## config.mk

```make
export PLATFORM = sky130hd
export DESIGN_NAME = window_level_monitor
export DESIGN_NICKNAME = d
export VERILOG_FILES = /design/src/rtl/wlm_pkg.sv /design/src/rtl/wlm_rectify.sv /design/src/rtl/wlm_window.sv /design/src/rtl/wlm_status.sv /design/src/rtl/window_level_monitor.sv
export SDC_FILE = /design/constraint.sdc
export NUM_CORES = 1
export LEC_CHECK = 0
export BUFFER_PORTS_ARGS = -buffer_cell sky130_fd_sc_hd__buf_2
export CORE_UTILIZATION = 35
export DETAILED_ROUTE_END_ITERATION = 10
export HOLD_SLACK_MARGIN = 0.02
export PLACE_DENSITY = 0.6
export SYNTH_ARGS = -nofsm -noshare
export SYNTH_HDL_FRONTEND = slang
export SYNTH_SLANG_ARGS = --single-unit
```

## constraint.sdc

```tcl
create_clock -name clk -period 7.9 [get_ports clk]
set_clock_uncertainty 0.15 [all_clocks]
set_input_delay 1.58 -clock clk [delete_from_list [all_inputs] [get_ports clk]]
set_output_delay 1.58 -clock clk [all_outputs]
set_load 0.01 [all_outputs]
```

## src/rtl/wlm_pkg.sv

```systemverilog
package wlm_pkg;
  typedef enum logic [1:0] {
    VERD_NONE = 2'd0,
    VERD_LOW  = 2'd1,
    VERD_HIGH = 2'd2
  } verdict_e;
endpackage

```

## src/rtl/wlm_rectify.sv

```systemverilog
module wlm_rectify #(
  parameter int W = 16
) (
  input  logic [W-1:0] data,
  output logic [W-1:0] mag
);
  localparam logic [W-1:0] MOST_NEG = {1'b1, {(W-1){1'b0}}};
  localparam logic [W-1:0] MOST_POS = {1'b0, {(W-1){1'b1}}};

  always_comb begin
    if (data == MOST_NEG)    mag = MOST_POS;
    else if (data[W-1])      mag = -data;
    else                     mag = data;
  end
endmodule

```

## src/rtl/wlm_window.sv

```systemverilog
module wlm_window #(
  parameter int DW = 16
) (
  input  logic          clk,
  input  logic          rst,
  input  logic          restart,
  input  logic          step,
  input  logic          above,
  input  logic [DW-1:0] dur,
  output logic          last,
  output logic [DW-1:0] tot_above,
  output logic [DW-1:0] tot_below
);
  logic [DW-1:0] cnt_a, cnt_b, idx;

  assign last      = step && (idx == dur - 1'b1);
  assign tot_above = cnt_a + {{(DW-1){1'b0}}, above};
  assign tot_below = cnt_b + {{(DW-1){1'b0}}, ~above};

  always_ff @(posedge clk) begin
    if (rst || restart) begin
      cnt_a <= '0;
      cnt_b <= '0;
      idx   <= '0;
    end else if (step) begin
      if (last) begin
        cnt_a <= '0;
        cnt_b <= '0;
        idx   <= '0;
      end else begin
        cnt_a <= tot_above;
        cnt_b <= tot_below;
        idx   <= idx + 1'b1;
      end
    end
  end
endmodule

```

## src/rtl/wlm_status.sv

```systemverilog
module wlm_status #(
  parameter int DW = 16
) (
  input  logic          clk,
  input  logic          rst,
  input  logic          win_end,
  input  logic          mode_high,
  input  logic [DW-1:0] tot_above,
  input  logic [DW-1:0] tot_below,
  input  logic          clr,
  output logic          flag,
  output logic          evt
);
  import wlm_pkg::*;
  verdict_e verdict;
  logic     hit;

  always_comb begin
    if (tot_above > tot_below)      verdict = VERD_HIGH;
    else if (tot_below > tot_above) verdict = VERD_LOW;
    else                            verdict = VERD_NONE;
    hit = win_end && (mode_high ? (verdict == VERD_HIGH) : (verdict == VERD_LOW));
  end

  always_ff @(posedge clk) begin
    if (rst) begin
      flag <= 1'b0;
      evt  <= 1'b0;
    end else begin
      evt <= hit;
      if (clr)      flag <= 1'b0;
      else if (hit) flag <= 1'b1;
    end
  end
endmodule

```

## src/rtl/window_level_monitor.sv

```systemverilog
module window_level_monitor #(
  parameter int SAMPLE_W = 16,
  parameter int DUR_W    = 16
) (
  input  logic                clk,
  input  logic                rst,
  input  logic                smp_valid,
  input  logic [SAMPLE_W-1:0] smp_data,
  input  logic [SAMPLE_W-1:0] level,
  input  logic [DUR_W-1:0]    duration,
  input  logic                mode_high,
  input  logic                clr,
  output logic                flag,
  output logic                event_pulse
);
  logic [SAMPLE_W-1:0] mag;
  logic [DUR_W-1:0]    dur_q;
  logic                enabled, restart, step, above, last;
  logic [DUR_W-1:0]    tot_a, tot_b;

  always_ff @(posedge clk) begin
    if (rst) dur_q <= '0;
    else     dur_q <= duration;
  end

  assign enabled = (duration != '0);
  assign restart = (duration != dur_q) || !enabled;
  assign step    = smp_valid && enabled && !restart;
  assign above   = (mag > level);

  wlm_rectify #(.W(SAMPLE_W)) u_rect (
    .data (smp_data),
    .mag  (mag)
  );

  wlm_window #(.DW(DUR_W)) u_win (
    .clk       (clk),
    .rst       (rst),
    .restart   (restart),
    .step      (step),
    .above     (above),
    .dur       (duration),
    .last      (last),
    .tot_above (tot_a),
    .tot_below (tot_b)
  );

  wlm_status #(.DW(DUR_W)) u_stat (
    .clk       (clk),
    .rst       (rst),
    .win_end   (last),
    .mode_high (mode_high),
    .tot_above (tot_a),
    .tot_below (tot_b),
    .clr       (clr),
    .flag      (flag),
    .evt       (event_pulse)
  );
endmodule

```

* Yosys cells after proc, flatten, opt, wreduce, memory -nomap -nowiden
Index checks and enable logic that the tools add are counted.
** Cells by class
- Add/sub/neg operators :: 5
- $mul :: 0
- Div/mod/pow operators :: 0
- $lt $le $gt $ge :: 3
- Eq/ne operators :: 5
- Shifts and indexed selects :: 0
- Multiplexer cells :: 8
- Bitwise operators :: 1
- Reductions and logical operators :: 10
** Operators by type and width (number)
- 16-bit two-way mux :: 5
- 16-bit greater-than comparator :: 3
- 16-bit by 1-bit adder with 16-bit output :: 2
- 16-bit by 1-bit adder with 16-bit output (second input constant) :: 1
- 16-bit equality test :: 1
- 16-bit equality test (second input constant) :: 1
- 16-bit inequality test :: 1
- 16-bit negation :: 1
- 16-bit nonzero test :: 1
- 16-bit by 1-bit subtractor with 16-bit output (second input constant) :: 1
- 1-bit logical AND :: 4
- 2-bit by 1-bit equality test with 1-bit output (second input constant) :: 1
- 2-bit equality test (second input constant) :: 1
- 1-bit zero test :: 2
- 1-bit logical OR :: 2
- 1-bit two-way mux :: 2
- 2-bit two-way mux :: 1
- 2-bit OR reduction :: 1
- 1-bit inverter :: 1
** Word-level totals
- Register bits after elaboration :: 66
- Latch bits :: 0
- Bits in writable memories :: 0
- ROM bits :: 0
- Memories :: 0

* Logic depth before layout (Yosys ltp)
- Depth in word-level cells :: 12
- Mapped depth :: 32

* Modules after synthesis
Synthesis repeated with hierarchy kept, for this count alone.
** Second synthesis, totals
- Cell total of the unflattened synthesis :: 649
- Area, all modules :: 5265.0 sq um
** By module, submodules not included
- wlm_window :: instances 1, cells an instance 398, area an instance 3265.6 sq um, seq. area each 960.9 sq um
- window_level_monitor :: instances 1, cells an instance 118, area an instance 1063.5 sq um, seq. area each 320.3 sq um
- wlm_status :: instances 1, cells an instance 68, area an instance 504.2 sq um, seq. area each 40.0 sq um
- wlm_rectify :: instances 1, cells an instance 65, area an instance 431.7 sq um, seq. area each 0.0 sq um

* Least setup slack after synthesis
Ideal clock, no wire load.
- Path type :: in2reg
- Start :: input smp_data[1]
- End :: register u_stat.flag
- Arrival time :: 6553 ps
- Slack :: 1067 ps
- Stages on the path :: 32
- Cells stage by stage :: inv_1 -> ha_1 -> nand2b_1 -> nand2b_1 -> nand2b_1 -> or2_2 -> clkbuf_1 -> nand2_1 -> ha_1 -> a21o_1 -> a21o_1 -> a21o_1 -> a21oi_1 -> o21ai_0 -> o221ai_1 -> a21oi_1 -> ha_1 -> ha_1 -> nand3_1 -> nor2_1 -> and3_1 -> clkbuf_1 -> nand3_1 -> xor2_1 -> ha_1 -> nand4_1 -> nor2_1 -> a22o_1 -> nor4_1 -> mux2_2 -> a31oi_1 -> nor3_1
** On the way
- Word-level cells in the longest chain between the ends :: 12
- Elaborated cells between the ends (all ways) :: 16
** RTL lines
- from (decl) :: RTL line window_level_monitor.sv:8 : input logic [SAMPLE_W-1:0] smp_data,
- 16-bit negation :: RTL line wlm_rectify.sv:12 : else if (data[W-1]) mag = -data;
- 16-bit two-way mux :: RTL line wlm_rectify.sv:12
- 16-bit two-way mux (*) :: RTL line wlm_rectify.sv:11 : if (data == MOST_NEG) mag = MOST_POS;
- 16-bit greater-than comparator (*) :: RTL line window_level_monitor.sv:29 : assign above = (mag > level);
- 1-bit inverter :: RTL line wlm_window.sv:18 : assign tot_below = cnt_b + {{(DW-1){1'b0}}, ~above};
- 16-bit by 1-bit adder with 16-bit output :: RTL line wlm_window.sv:18
- 16-bit greater-than comparator :: RTL line wlm_status.sv:20 : else if (tot_below > tot_above) verdict = VERD_LOW;
- 1-bit two-way mux :: RTL line wlm_status.sv:20
- 2-bit two-way mux (*) :: RTL line wlm_status.sv:19 : if (tot_above > tot_below) verdict = VERD_HIGH;
- 2-bit by 1-bit equality test with 1-bit output or 2-bit equality test (tied branches) :: RTL line wlm_status.sv:22 : hit = win_end && (mode_high ? (verdict == VERD_HIGH) : (verdict == VERD_LOW));
- 1-bit two-way mux (*) :: RTL line wlm_status.sv:22
- 1-bit logical AND (*) :: RTL line wlm_status.sv:22
- to (signal assigned) :: RTL line wlm_status.sv:27 : flag <= 1'b0;
- to (signal assigned) :: RTL line wlm_status.sv:31 : if (clr) flag <= 1'b0;
- to (signal assigned) :: RTL line wlm_status.sv:32 : else if (hit) flag <= 1'b1;
- to (decl) :: RTL line wlm_status.sv:11 : output logic flag,
Every way passes the cells marked *; elsewhere a longest branch is shown, timed or not.
A chain may end at the register's enable or synchronous reset.

* Final worst setup path
Ends and elaborated chain as after synthesis.

==> impl_metrics.ini <==
[run_status]
outcome = finished clean

[clocking]
worstSkewPairLatency_ns = 0.33
clk_path_buf_depth = 2
cts_tree = built
h-tree-depth = 3
cts_resized = 0
path_clk_slew_ns = 0.06
cts_hold_buf = 0
cts_made_buffers = 9
cts-root-buf = clkbuf_16
post_cts_buffers = 0
cts_sinks = 66

[global_routing]
gr-usage-met3 = 0.03992
grt_max_degree = 30
grtUsageMet2 = 0.2861
use_met1 = 0.2183
grt.total_usage = 0.1706
grt_pass1_wl_mm = 19.80
antenna_found_initial = 0
gr-max-usage-layer = met2
grt_pass1_vias = 4228
grt_remaining_overflow = 0

[sta]
grt_setup_unrepaired = no
tightest_slew_ns = 0.5492
hold_viol_final = 0
fin_crit_sh = 0.9125
clock.fmax_ghz = 0.1387
slew_headroom = 0.6305
setup_viol = 0
setup_slack_ns = 0.6910
fin_setup_tns_ns = 0
final_max_slew_viol_count = 0
timing.final.crit_period_ns = 7.209

[pwr]
power_uw = 851.0
p_leak_uw = 0.002358
ir_worst_vdd_mv = 0.1007
p_per_area_nw_per_um2 = 154.3

[worst_setup_path]
crit_required_ns = 7.96
critPathMostFrequentCell = ha_1
startpoint_type = primary input
critPathMaxStageDelay_ns = 0.44
critical_path_arrival_ns = 7.27
slowest_stage = or2_2
critPathCaptureType = flip-flop
crit_fanout = 12
crit_type = in2reg

[yosys]
synth_seq_cells = 66
yosysTopAreaCellShare = 0.2733
synth_ff_type = dfxtp_1
synth.area.top_cells = dfxtp_1 27%, xor2_1 12%, ha_1 9.8%, nand2_1 5.9%, xnor2_1 5.6%
syn-instance-count = 612
synth_common_cells = 76 x nand2_1, 66 x dfxtp_1, 65 x xor2_1, 48 x nor2_1, 38 x ha_1
postSynth.asyncResetShare = 0
synth_edf_count = 0
yosysWarnings = 0
synth.most_common_cell = nand2_1
syn_area_per_cell_um2 = 7.900
synth_seq_area_share = 0.2733
syn_area_um2 = 4835
synth_nets = 703
ys_types = 53
yosysTopAreaCell = dfxtp_1

[cells_and_area]
diodes = 0
instances_no_fill = 833
nFillCells = 1383
post-route-cell-area_um2 = 5517
drive_above_1_share = 0.1279
syn_to_final_growth_pct = 14.10
fin_nets = 743

[route]
dr.pass1.iters = 5
drt_wl_total_mm = 11.52
drc = 0
antenna_left = 0
drt-initial-drc-count = 271
viasPerCell = 5.143
wl_per_cell_um = 13.83
vias = 4284

[placement]
pre_cts_slack_ns = 0.3689
port_buffers = 54
placed_cell_area_um2 = 5210
routabilityCongestion = 0.8807
dpl.cell_count = 817
dp_hpwl_mm = 8.745

[die]
dieHeight_um = 119.5
io_pins = 55
dieArea_um2 = 14290
initial_core_util = 0.3622
die_x_um = 119.5
num_rows = 42
core_area_um2 = 13350

[worst_hold_path]
hold_class = reg2reg

[flow_run]
maxCapViolations = 0
==> registers in the layout (all words and copies together), names as in the netlist <==
register,cells
dur_q,16
u_stat.evt,1
u_stat.flag,1
u_win.cnt_a,16
u_win.cnt_b,16
u_win.idx,16
==> placed cells by master, fill, tap and decap left out, types with 8 or more instances in the layout <==
master     synthesis  routed
a21o_1             8       8
a21oi_1           12      12
and3_1            15      15
buf_2              5      54
clkbuf_16          0       9
dfxtp_1           66      66
ha_1              38      38
inv_1             31      31
nand2_1           76      76
nand3_1           26      26
nand4_1           24      24
nor2_1            48      48
nor2b_1           18      18
nor3_1            12      11
nor4_1            18      17
o21ai_0           21      21
xnor2_1           31      31
xor2_1            65      65
==> critical path, delay by kind of cell <==
kind            cells  cell delay, ns
fa+ha+maj           4            0.90
compound gates     11            1.78
simple gates       11            2.19
buf+inv             2            0.19
mux                 1            0.41
xor+xnor            1            0.22
==> final timing paths <==
kind / from / end / slack (ns) / cells past startpoint
hold reg to reg: u_win.cnt_b[13]$_SDFFE_PP0P_ / u_win.cnt_b[13]$_SDFFE_PP0P_ / 0.32 / 2
setup / recovery: smp_data[1] / u_stat.flag$_SDFFE_PP0P_ / 0.69 / 30
setup reg to reg: u_win.cnt_a[0]$_SDFFE_PP0P_ / u_stat.flag$_SDFFE_PP0P_ / 4.12 / 15
hold / removal: u_win.cnt_b[13]$_SDFFE_PP0P_ / u_win.cnt_b[13]$_SDFFE_PP0P_ / 0.32 / 2
==> where the power goes <==
| group | internal, µW | switching [µW] | leakage [µW] |
|---|---|---|---|
| Clock | 263 | 150 | 0.000146 |
| Sequential | 337 | 1.81 | 0.000536 |
| Combinational | 43.8 | 55.0 | 0.00168 |
| Total | 644 | 207 | 0.00236 |
==> routing by layer <==
layer | vias to the layer above | share of wire
met5 | - | 0
met4 | 0 | 0.013
met3 | 16 | 0.055
met2 | 114 | 0.47
met1 | 1962 | 0.46
li1 | 2192 | -
==> metrics by stage <==
step	hold slack [ns]	util
2_1_floorplan	0.2842	-
3_3_place_gp	0.2972	0.3903
3_5_place_dp	0.3109	0.3903
4_1_cts	0.3194	0.4133
5_1_grt	0.3489	0.4133
6_report	0.3238	0.4133
==> kinds of logic after synthesis <==
group,after synthesis,share of synthesized area
xor+xnor,96,0.1739
compound gates,74,0.09887
mux,2,0.004400
fa+ha+maj,38,0.09834
flops,66,0.2733
buf+inv,59,0.05486
simple gates,277,0.2963
==> final cells by class <==
| class | instances | area (µm²) | area share |
|---|---|---|---|
| Clock buffer | 13 | 260.3 | 0.04718 |
| Clock inverter | 3 | 46.29 | 0.008392 |
| Inverter | 31 | 116.4 | 0.02109 |
| Multi-Input combinational cell | 487 | 3259 | 0.5908 |
| Sequential cell | 66 | 1321 | 0.2395 |
| Tap cell | 176 | 220.2 | 0.03992 |
| Timing Repair Buffer | 57 | 292.8 | 0.05307 |
No activity file was read; power rests on OpenSTA's default activity.
